[src/rtl/hshk_pkg.sv]
package hshk_pkg;
  typedef enum logic [1:0] {
    REQ_HOLD,
    REQ_RELEASE,
    REQ_ASSERT,
    REQ_FOLLOW_ACK
  } req_act_e;
endpackage

[src/rtl/hshk_edge_track.sv]
module hshk_edge_track (
  input  logic clk,
  input  logic rst_n,
  input  logic tip_n,
  input  logic ack_n,
  output logic pair_chg,
  output logic tip_rose,
  output logic idle_ack_chg
);
  logic last_tip_q, last_ack_q;

  always_comb begin
    pair_chg     = (tip_n != last_tip_q) || (ack_n != last_ack_q);
    tip_rose     = tip_n && !last_tip_q;
    idle_ack_chg = tip_n && last_tip_q && (ack_n != last_ack_q);
  end

  always_ff @(posedge clk or negedge rst_n) begin
    if (!rst_n) begin
      last_tip_q <= 1'b1;
      last_ack_q <= 1'b1;
    end else begin
      last_tip_q <= tip_n;
      last_ack_q <= ack_n;
    end
  end
endmodule

[src/rtl/hshk_rx_store.sv]
module hshk_rx_store #(
  parameter int unsigned DEPTH = 8
) (
  input  logic                       clk,
  input  logic                       rst_n,
  input  logic                       cap_en,
  input  logic [7:0]                 cap_byte,
  input  logic                       clr,
  input  logic [$clog2(DEPTH)-1:0]   rd_addr,
  output logic [7:0]                 rd_data,
  output logic [$clog2(DEPTH+1)-1:0] cnt,
  output logic                       full
);
  localparam int unsigned AW = $clog2(DEPTH);
  localparam int unsigned CW = $clog2(DEPTH + 1);

  logic [7:0]    mem [DEPTH];
  logic [CW-1:0] cnt_q, cnt_d;
  logic          wr_en;

  always_comb begin
    full    = (cnt_q == CW'(DEPTH));
    wr_en   = cap_en && !full;
    cnt_d   = cnt_q;
    if (clr)        cnt_d = '0;
    else if (wr_en) cnt_d = cnt_q + 1'b1;
    cnt     = cnt_q;
    rd_data = mem[rd_addr];
  end

  always_ff @(posedge clk) begin
    if (wr_en) mem[cnt_q[AW-1:0]] <= cap_byte;
  end

  always_ff @(posedge clk or negedge rst_n) begin
    if (!rst_n) cnt_q <= '0;
    else        cnt_q <= cnt_d;
  end

  assert_rx_bound_R3: assert property (@(posedge clk) disable iff (!rst_n)
    cnt_q <= CW'(DEPTH));
  assert_full_holds_R3: assert property (@(posedge clk) disable iff (!rst_n)
    (full && !clr) |=> (cnt_q == CW'(DEPTH)));
endmodule

[src/rtl/hshk_reply_store.sv]
module hshk_reply_store #(
  parameter int unsigned DEPTH = 8
) (
  input  logic       clk,
  input  logic       rst_n,
  input  logic       push,
  input  logic       push_ok,
  input  logic [7:0] push_byte,
  input  logic       take,
  output logic       pending,
  output logic       last,
  output logic [7:0] head
);
  localparam int unsigned AW = $clog2(DEPTH);
  localparam int unsigned CW = $clog2(DEPTH + 1);

  logic [7:0]    mem [DEPTH];
  logic [CW-1:0] wr_q, wr_d, rd_q, rd_d;
  logic          push_en;

  always_comb begin
    pending = (rd_q != wr_q);
    last    = pending && ((rd_q + 1'b1) == wr_q);
    head    = mem[rd_q[AW-1:0]];
    push_en = push && push_ok && (wr_q != CW'(DEPTH));
    wr_d    = wr_q;
    rd_d    = rd_q;
    if (take && last) begin
      wr_d = '0;
      rd_d = '0;
    end else if (take && pending) begin
      rd_d = rd_q + 1'b1;
    end else if (push_en) begin
      wr_d = wr_q + 1'b1;
    end
  end

  always_ff @(posedge clk) begin
    if (push_en && !take) mem[wr_q[AW-1:0]] <= push_byte;
  end

  always_ff @(posedge clk or negedge rst_n) begin
    if (!rst_n) begin
      wr_q <= '0;
      rd_q <= '0;
    end else begin
      wr_q <= wr_d;
      rd_q <= rd_d;
    end
  end

  assert_ptr_order_R5: assert property (@(posedge clk) disable iff (!rst_n)
    (rd_q < wr_q) || (wr_q == '0 && rd_q == '0));
  assert_empty_after_last_R6: assert property (@(posedge clk) disable iff (!rst_n)
    (take && last) |=> !pending);
endmodule

[src/rtl/hshk_irq_delay.sv]
module hshk_irq_delay #(
  parameter int unsigned DW = 12
) (
  input  logic          clk,
  input  logic          rst_n,
  input  logic          sched,
  input  logic          bypass,
  input  logic [DW-1:0] dly,
  output logic          irq
);
  logic [DW-1:0] cnt_q, cnt_d;
  logic          irq_q, irq_d;

  always_comb begin
    cnt_d = cnt_q;
    irq_d = 1'b0;
    if (sched) begin
      if (bypass) begin
        irq_d = 1'b1;
        cnt_d = '0;
      end else begin
        cnt_d = dly;
      end
    end else if (cnt_q != '0) begin
      cnt_d = cnt_q - 1'b1;
      irq_d = (cnt_q == DW'(1));
    end
  end

  always_ff @(posedge clk or negedge rst_n) begin
    if (!rst_n) begin
      cnt_q <= '0;
      irq_q <= 1'b0;
    end else begin
      cnt_q <= cnt_d;
      irq_q <= irq_d;
    end
  end

  assign irq = irq_q;

  assert_bypass_now_R10: assert property (@(posedge clk) disable iff (!rst_n)
    (sched && bypass) |=> irq);
  assert_quiet_while_counting_R9: assert property (@(posedge clk) disable iff (!rst_n)
    (!sched && cnt_q > DW'(1)) |=> !irq);
  assert_restart_no_fire_R11: assert property (@(posedge clk) disable iff (!rst_n)
    (sched && !bypass) |=> !irq);
endmodule

[src/rtl/hshk_link_engine.sv]
module hshk_link_engine #(
  parameter int unsigned RX_DEPTH = 8,
  parameter int unsigned TX_DEPTH = 8,
  parameter int unsigned DLY_W    = 12
) (
  input  logic                          clk,
  input  logic                          rst_n,
  input  logic                          host_tip_n,
  input  logic                          host_ack_n,
  input  logic                          aux_send,
  input  logic [7:0]                    pb_dir,
  input  logic [7:0]                    sh_in,
  input  logic [DLY_W-1:0]              dly_cycles,
  input  logic                          rep_push,
  input  logic [7:0]                    rep_byte,
  input  logic [$clog2(RX_DEPTH)-1:0]   rx_rd_addr,
  output logic [7:0]                    rx_rd_data,
  output logic                          req_n,
  output logic [7:0]                    sh_out,
  output logic                          sh_load,
  output logic                          shift_irq,
  output logic                          pkt_ready,
  output logic [$clog2(RX_DEPTH+1)-1:0] pkt_len
);
  import hshk_pkg::*;

  localparam int unsigned RX_CW = $clog2(RX_DEPTH + 1);

  logic pair_chg, tip_rose, idle_ack_chg;
  logic cap_en, rep_take, sched, bypass;
  logic rx_full, rep_pend, rep_last;
  logic [RX_CW-1:0] rx_cnt;
  logic [7:0] rep_head;
  req_act_e req_act;

  logic             req_q, req_d;
  logic [7:0]       sh_out_q, sh_out_d;
  logic             sh_load_q;
  logic             pkt_rdy_q, pkt_rdy_d;
  logic [RX_CW-1:0] pkt_len_q, pkt_len_d;

  hshk_edge_track u_edge (
    .clk(clk), .rst_n(rst_n), .tip_n(host_tip_n), .ack_n(host_ack_n),
    .pair_chg(pair_chg), .tip_rose(tip_rose), .idle_ack_chg(idle_ack_chg)
  );

  hshk_rx_store #(.DEPTH(RX_DEPTH)) u_rx (
    .clk(clk), .rst_n(rst_n), .cap_en(cap_en), .cap_byte(sh_in),
    .clr(tip_rose), .rd_addr(rx_rd_addr), .rd_data(rx_rd_data),
    .cnt(rx_cnt), .full(rx_full)
  );

  hshk_reply_store #(.DEPTH(TX_DEPTH)) u_rep (
    .clk(clk), .rst_n(rst_n), .push(rep_push), .push_ok(host_tip_n),
    .push_byte(rep_byte), .take(rep_take), .pending(rep_pend),
    .last(rep_last), .head(rep_head)
  );

  hshk_irq_delay #(.DW(DLY_W)) u_irq (
    .clk(clk), .rst_n(rst_n), .sched(sched), .bypass(bypass),
    .dly(dly_cycles), .irq(shift_irq)
  );

  always_comb begin
    cap_en   = !host_tip_n && aux_send && pair_chg && !rx_full;
    rep_take = !host_tip_n && !aux_send && pair_chg && rep_pend;
    sched    = cap_en || rep_take || idle_ack_chg;
    bypass   = (dly_cycles == '0) || (pb_dir == 8'hFF);

    if (rep_take && rep_last)       req_act = REQ_RELEASE;
    else if (idle_ack_chg)          req_act = REQ_FOLLOW_ACK;
    else if (host_tip_n && rep_pend) req_act = REQ_ASSERT;
    else                            req_act = REQ_HOLD;

    case (req_act)
      REQ_RELEASE:    req_d = 1'b1;
      REQ_ASSERT:     req_d = 1'b0;
      REQ_FOLLOW_ACK: req_d = host_ack_n;
      default:        req_d = req_q;
    endcase

    sh_out_d  = rep_take ? rep_head : sh_out_q;
    pkt_rdy_d = tip_rose && (rx_cnt != '0);
    pkt_len_d = pkt_rdy_d ? rx_cnt : pkt_len_q;
  end

  always_ff @(posedge clk or negedge rst_n) begin
    if (!rst_n) begin
      req_q     <= 1'b1;
      sh_out_q  <= '0;
      sh_load_q <= 1'b0;
      pkt_rdy_q <= 1'b0;
      pkt_len_q <= '0;
    end else begin
      req_q     <= req_d;
      sh_out_q  <= sh_out_d;
      sh_load_q <= rep_take;
      pkt_rdy_q <= pkt_rdy_d;
      pkt_len_q <= pkt_len_d;
    end
  end

  assign req_n     = req_q;
  assign sh_out    = sh_out_q;
  assign sh_load   = sh_load_q;
  assign pkt_ready = pkt_rdy_q;
  assign pkt_len   = pkt_len_q;

  assert_release_on_last_R6: assert property (@(posedge clk) disable iff (!rst_n)
    (rep_take && rep_last) |=> req_n);
  assert_pkt_after_rise_R4: assert property (@(posedge clk) disable iff (!rst_n)
    pkt_ready |-> $past(tip_rose));
  assert_load_only_rx_R5: assert property (@(posedge clk) disable iff (!rst_n)
    sh_load |-> $past(!host_tip_n && !aux_send));
  assert_sync_follow_R8: assert property (@(posedge clk) disable iff (!rst_n)
    idle_ack_chg |=> (req_n == $past(host_ack_n)));
  assert_pending_request_R7: assert property (@(posedge clk) disable iff (!rst_n)
    (host_tip_n && rep_pend && !idle_ack_chg) |=> !req_n);
endmodule

[config.mk]
export PLATFORM = sky130hd
export DESIGN_NAME = hshk_link_engine
export DESIGN_NICKNAME = d
export VERILOG_FILES = /design/src/rtl/hshk_pkg.sv /design/src/rtl/hshk_edge_track.sv /design/src/rtl/hshk_rx_store.sv /design/src/rtl/hshk_reply_store.sv /design/src/rtl/hshk_irq_delay.sv /design/src/rtl/hshk_link_engine.sv
export SDC_FILE = /design/constraint.sdc
export NUM_CORES = 1
export LEC_CHECK = 0
export BUFFER_PORTS_ARGS = -buffer_cell sky130_fd_sc_hd__buf_2
export CELL_PAD_IN_SITES_DETAIL_PLACEMENT = 1
export CELL_PAD_IN_SITES_GLOBAL_PLACEMENT = 1
export CORE_UTILIZATION = 32
export CTS_CLUSTER_SIZE = 20
export DETAILED_ROUTE_END_ITERATION = 8
export PLACE_DENSITY_LB_ADDON = 0.25
export SLEW_MARGIN = 20
export SYNTH_ARGS = -nofsm -noshare
export SYNTH_HDL_FRONTEND = slang
export SYNTH_SLANG_ARGS = --single-unit
[constraint.sdc]
create_clock -name clk -period 4.3 [get_ports clk]
set_input_delay 0.86 -clock clk [delete_from_list [all_inputs] [get_ports clk]]
set_output_delay 0.86 -clock clk [all_outputs]
set_load 0.05 [all_outputs]
==> metrics.yaml <==
clock_tree:
  cts-root-buf: "clkbuf_16"
  clockBufferDepth: 2
  hold_buffers: 0
  cts_resized: 0
  cts_tree: "built"
  postCtsSetupBuffers: 0
  cts_htree_levels: 4
  clk_latency_ns: 0.43
  cts_buffers: 17
  clk_pin_slew_ns: 0.07
  clock_sinks: 170
floorplan:
  io_pins: 69
  placement_rows: 54
  start_util_pct: 32.6
  fp.dieW_um: 151
  dieArea_um2: 22900
  core_area_um2: 21800
  die_y_um: 151
synthesis:
  synth_cell_types: 46
  syn_area_um2: 7120
  synth_edf_count: 128
  synthCells: 443
  synth_seq_cells: 170
  avgSynthCellArea_um2: 16.1
  seq_area_frac_synth_pct: 68.8
  syn-num-nets: 498
  async_reset_ff_share_pct: 24.7
  yosysWarnings: 0
  synthFlopType: "edfxtp_1"
detailed_routing:
  first_pass_iters: 4
  wl_met3_um: 573
  drtIter0Drc: 146
  routed-wl-met2_um: 7740
  num_vias: 4031
  wl_met1_um: 6880
  wl_per_cell_um: 18.8
  maxUsedRoutingLayer: "met4"
  drcViolationCount: 0
  vias_per_cell: 4.94
  wl_um: 15400
  ant_nets: 0
layout:
  register_area_um2: 4900
  multiInputGateArea_um2: 2090
  num_antenna_cells: 0
  area_growth_pct: 18.7
  fill_cells: 2233
  layout-drive-gt1-share_pct: 30.0
  nets: 578
timing:
  max-slew-margin-rel_pct: 27.3
  tightest_slew_ns: 1.09
  fin_crit_sh_pct: 75.8
  grt_setup_unrepaired: "no"
  hold_violations: 0
  fin_worst_skew_ns: 0.0167
  slew_violations: 0
  setup_violations: 0
  tns_ns: 0
  max_freq_mhz: 307
  min_period_ns: 3.26
placement:
  gp_congestion: 0.759
  hpwl_um: 10200
  port_buffers: 68
flow_run:
  drv_cap: 0
worst_setup_path:
  crit_path_frequent_cell: "buf_2"
  crit-reg2reg-launch: "u_rep.rd_q[2]"
  crit_path_start_kind: "input port"
  crit_path_max_incr_delay_ns: 0.58
  startpoint: "rx_rd_addr[0]"
  slowest_stage: "mux4_2"
  crit_fanout: 16
  crit_type: "in2out"
  crit_path_end_kind: "output port"
  critPathRequiredTime_ns: 3.44
  crit_chain: "buf_2, mux4_2, mux2_2, buf_2"
  cp.arrival_ns: 2.40
pwr:
  pwr_density_cell_nw_per_um2: 575
  vdd_drop_max_mv: 0.330
  p_leak_nw: 3.10
  p_total_mw: 4.86
run_status:
  status: "finished clean"
global_route:
  grt_usage_pct: 14.7
  grt_max_degree: 43
  grt_antenna_before_repair: 0
  grt_pass1_vias: 4419
  grt_pass1_wl_um: 24200
  gr-total-overflow: 0
hold_path:
  hold_class: "in2async"
-- Yosys cell counts (3+ instances only) --
library cell	count	area, um^2
mux2i_1	12	120
nor4_1	4	25.0
dfstp_2	3	78.8
nor3_1	15	75.1
a21oi_1	8	40.0
ha_1	10	125
xnor2_1	8	70.1
mux2_2	8	90.1
buf_2	10	50.1
mux4_2	32	721
nor2_1	20	75.1
clkbuf_1	7	26.3
xor2_1	8	70.1
inv_1	14	52.6
a31oi_1	3	18.8
dfrtp_1	39	976
a21o_1	4	30.0
edfxtp_1	128	3840
nand2_1	33	124
nand4_1	6	37.5
o21ai_0	27	135
nand3_1	14	70.1
-- registers in the layout (all words and copies together) (netlist names) --
register	cells
u_rep.wr_q	4
sh_out	8
u_edge.last_ack_q	1
u_rep.mem	64
u_irq.cnt_q	12
u_edge.last_tip_q	1
u_rx.cnt	4
u_rx.mem	64
pkt_ready	1
u_rep.rd_q	4
req_n	1
u_irq.irq	1
sh_load	1
pkt_len	4
-- where the power goes --
group          internal, mW  total (mW)  leakage (nW)  switching (mW)
Clock                 0.793        1.53         0.299           0.736
Combinational         0.451        1.20          1.13           0.746
Sequential             1.96        2.14          1.68           0.172
-- worst paths after layout --
path / endpoint / slack (ns) / cells after the start
max: rx_rd_data[6] / 1.04 / 4
min in group clk: sh_out[2] / 0.48 / 2
max in group asynchronous: sh_load / 3.44 / 1
min reg2reg: sh_out[2] / 0.48 / 2
min: pkt_len[2] / 0.45 / 1
max reg2reg: req_n / 1.46 / 6
-- worst max-delay path, delay by kind of cell --
| family | cells | cell delay [ns] |
|---|---|---|
| buffers and inverters | 2 | 0.67 |
| muxes | 2 | 0.86 |
-- routing by layer --
metal	vias up	GRT usage (%)
met4	0	5.45
met2	73	24.9
met3	14	3.16
met5	-	0
li1	1877	-
met1	2067	18.3
-- cells in the final DEF (no fill, tap or decap), drive strengths merged, types with 2 or more instances in the layout --
master / n
nand3: 14
clkinv: 10
mux2i: 12
a22o: 2
a31oi: 3
nand2b: 2
clkbuf: 17
nand4: 6
o41ai: 2
buf: 81
xor2: 8
nor4b: 2
xnor2: 8
nand2: 33
edfxtp: 128
mux4: 32
a21oi: 8
dfrtp: 39
nor2: 20
ha: 10
nor3: 17
o21ai: 27
mux2: 8
a21o: 4
inv: 19
nor3b: 2
nor4: 4
dfstp: 3
-- stage by stage --
step	setup slack (ns)	utilization [%]	hold WS [ns]	area, um^2	cells
after detailed placement	1.02	35.8	0.466	7820	784
after global placement	1.04	35.8	0.463	7820	784
after CTS	1.00	38.7	0.486	8440	816
after global routing	0.925	38.7	0.463	8460	816
final	1.04	38.7	0.447	8460	816
after floorplan	1.15	-	0.523	7120	443
-- layout make-up --
| cell class | instances | area share (%) |
|---|---|---|
| Sequential cell | 170 | 57.9 |
| Clock inverter | 15 | 2.32 |
| Timing Repair Buffer | 81 | 5.21 |
| Multi-Input combinational cell | 239 | 24.7 |
| Inverter | 14 | 0.621 |
| Clock buffer | 17 | 5.03 |
| Tap cell | 280 | 4.14 |
-- kinds of logic (layout without fill, tap and decap cells) --
logic type	Yosys count	in the layout	synth area share, %
compound gates	53	53	4.97
simple gates	108	108	7.45
fa+ha+maj	10	10	1.76
flops	170	170	68.8
mux	52	52	13.1
buf+inv	34	127	2.02
xor+xnor	16	16	1.97
Note: power is estimated with default switching activity, not from simulation.
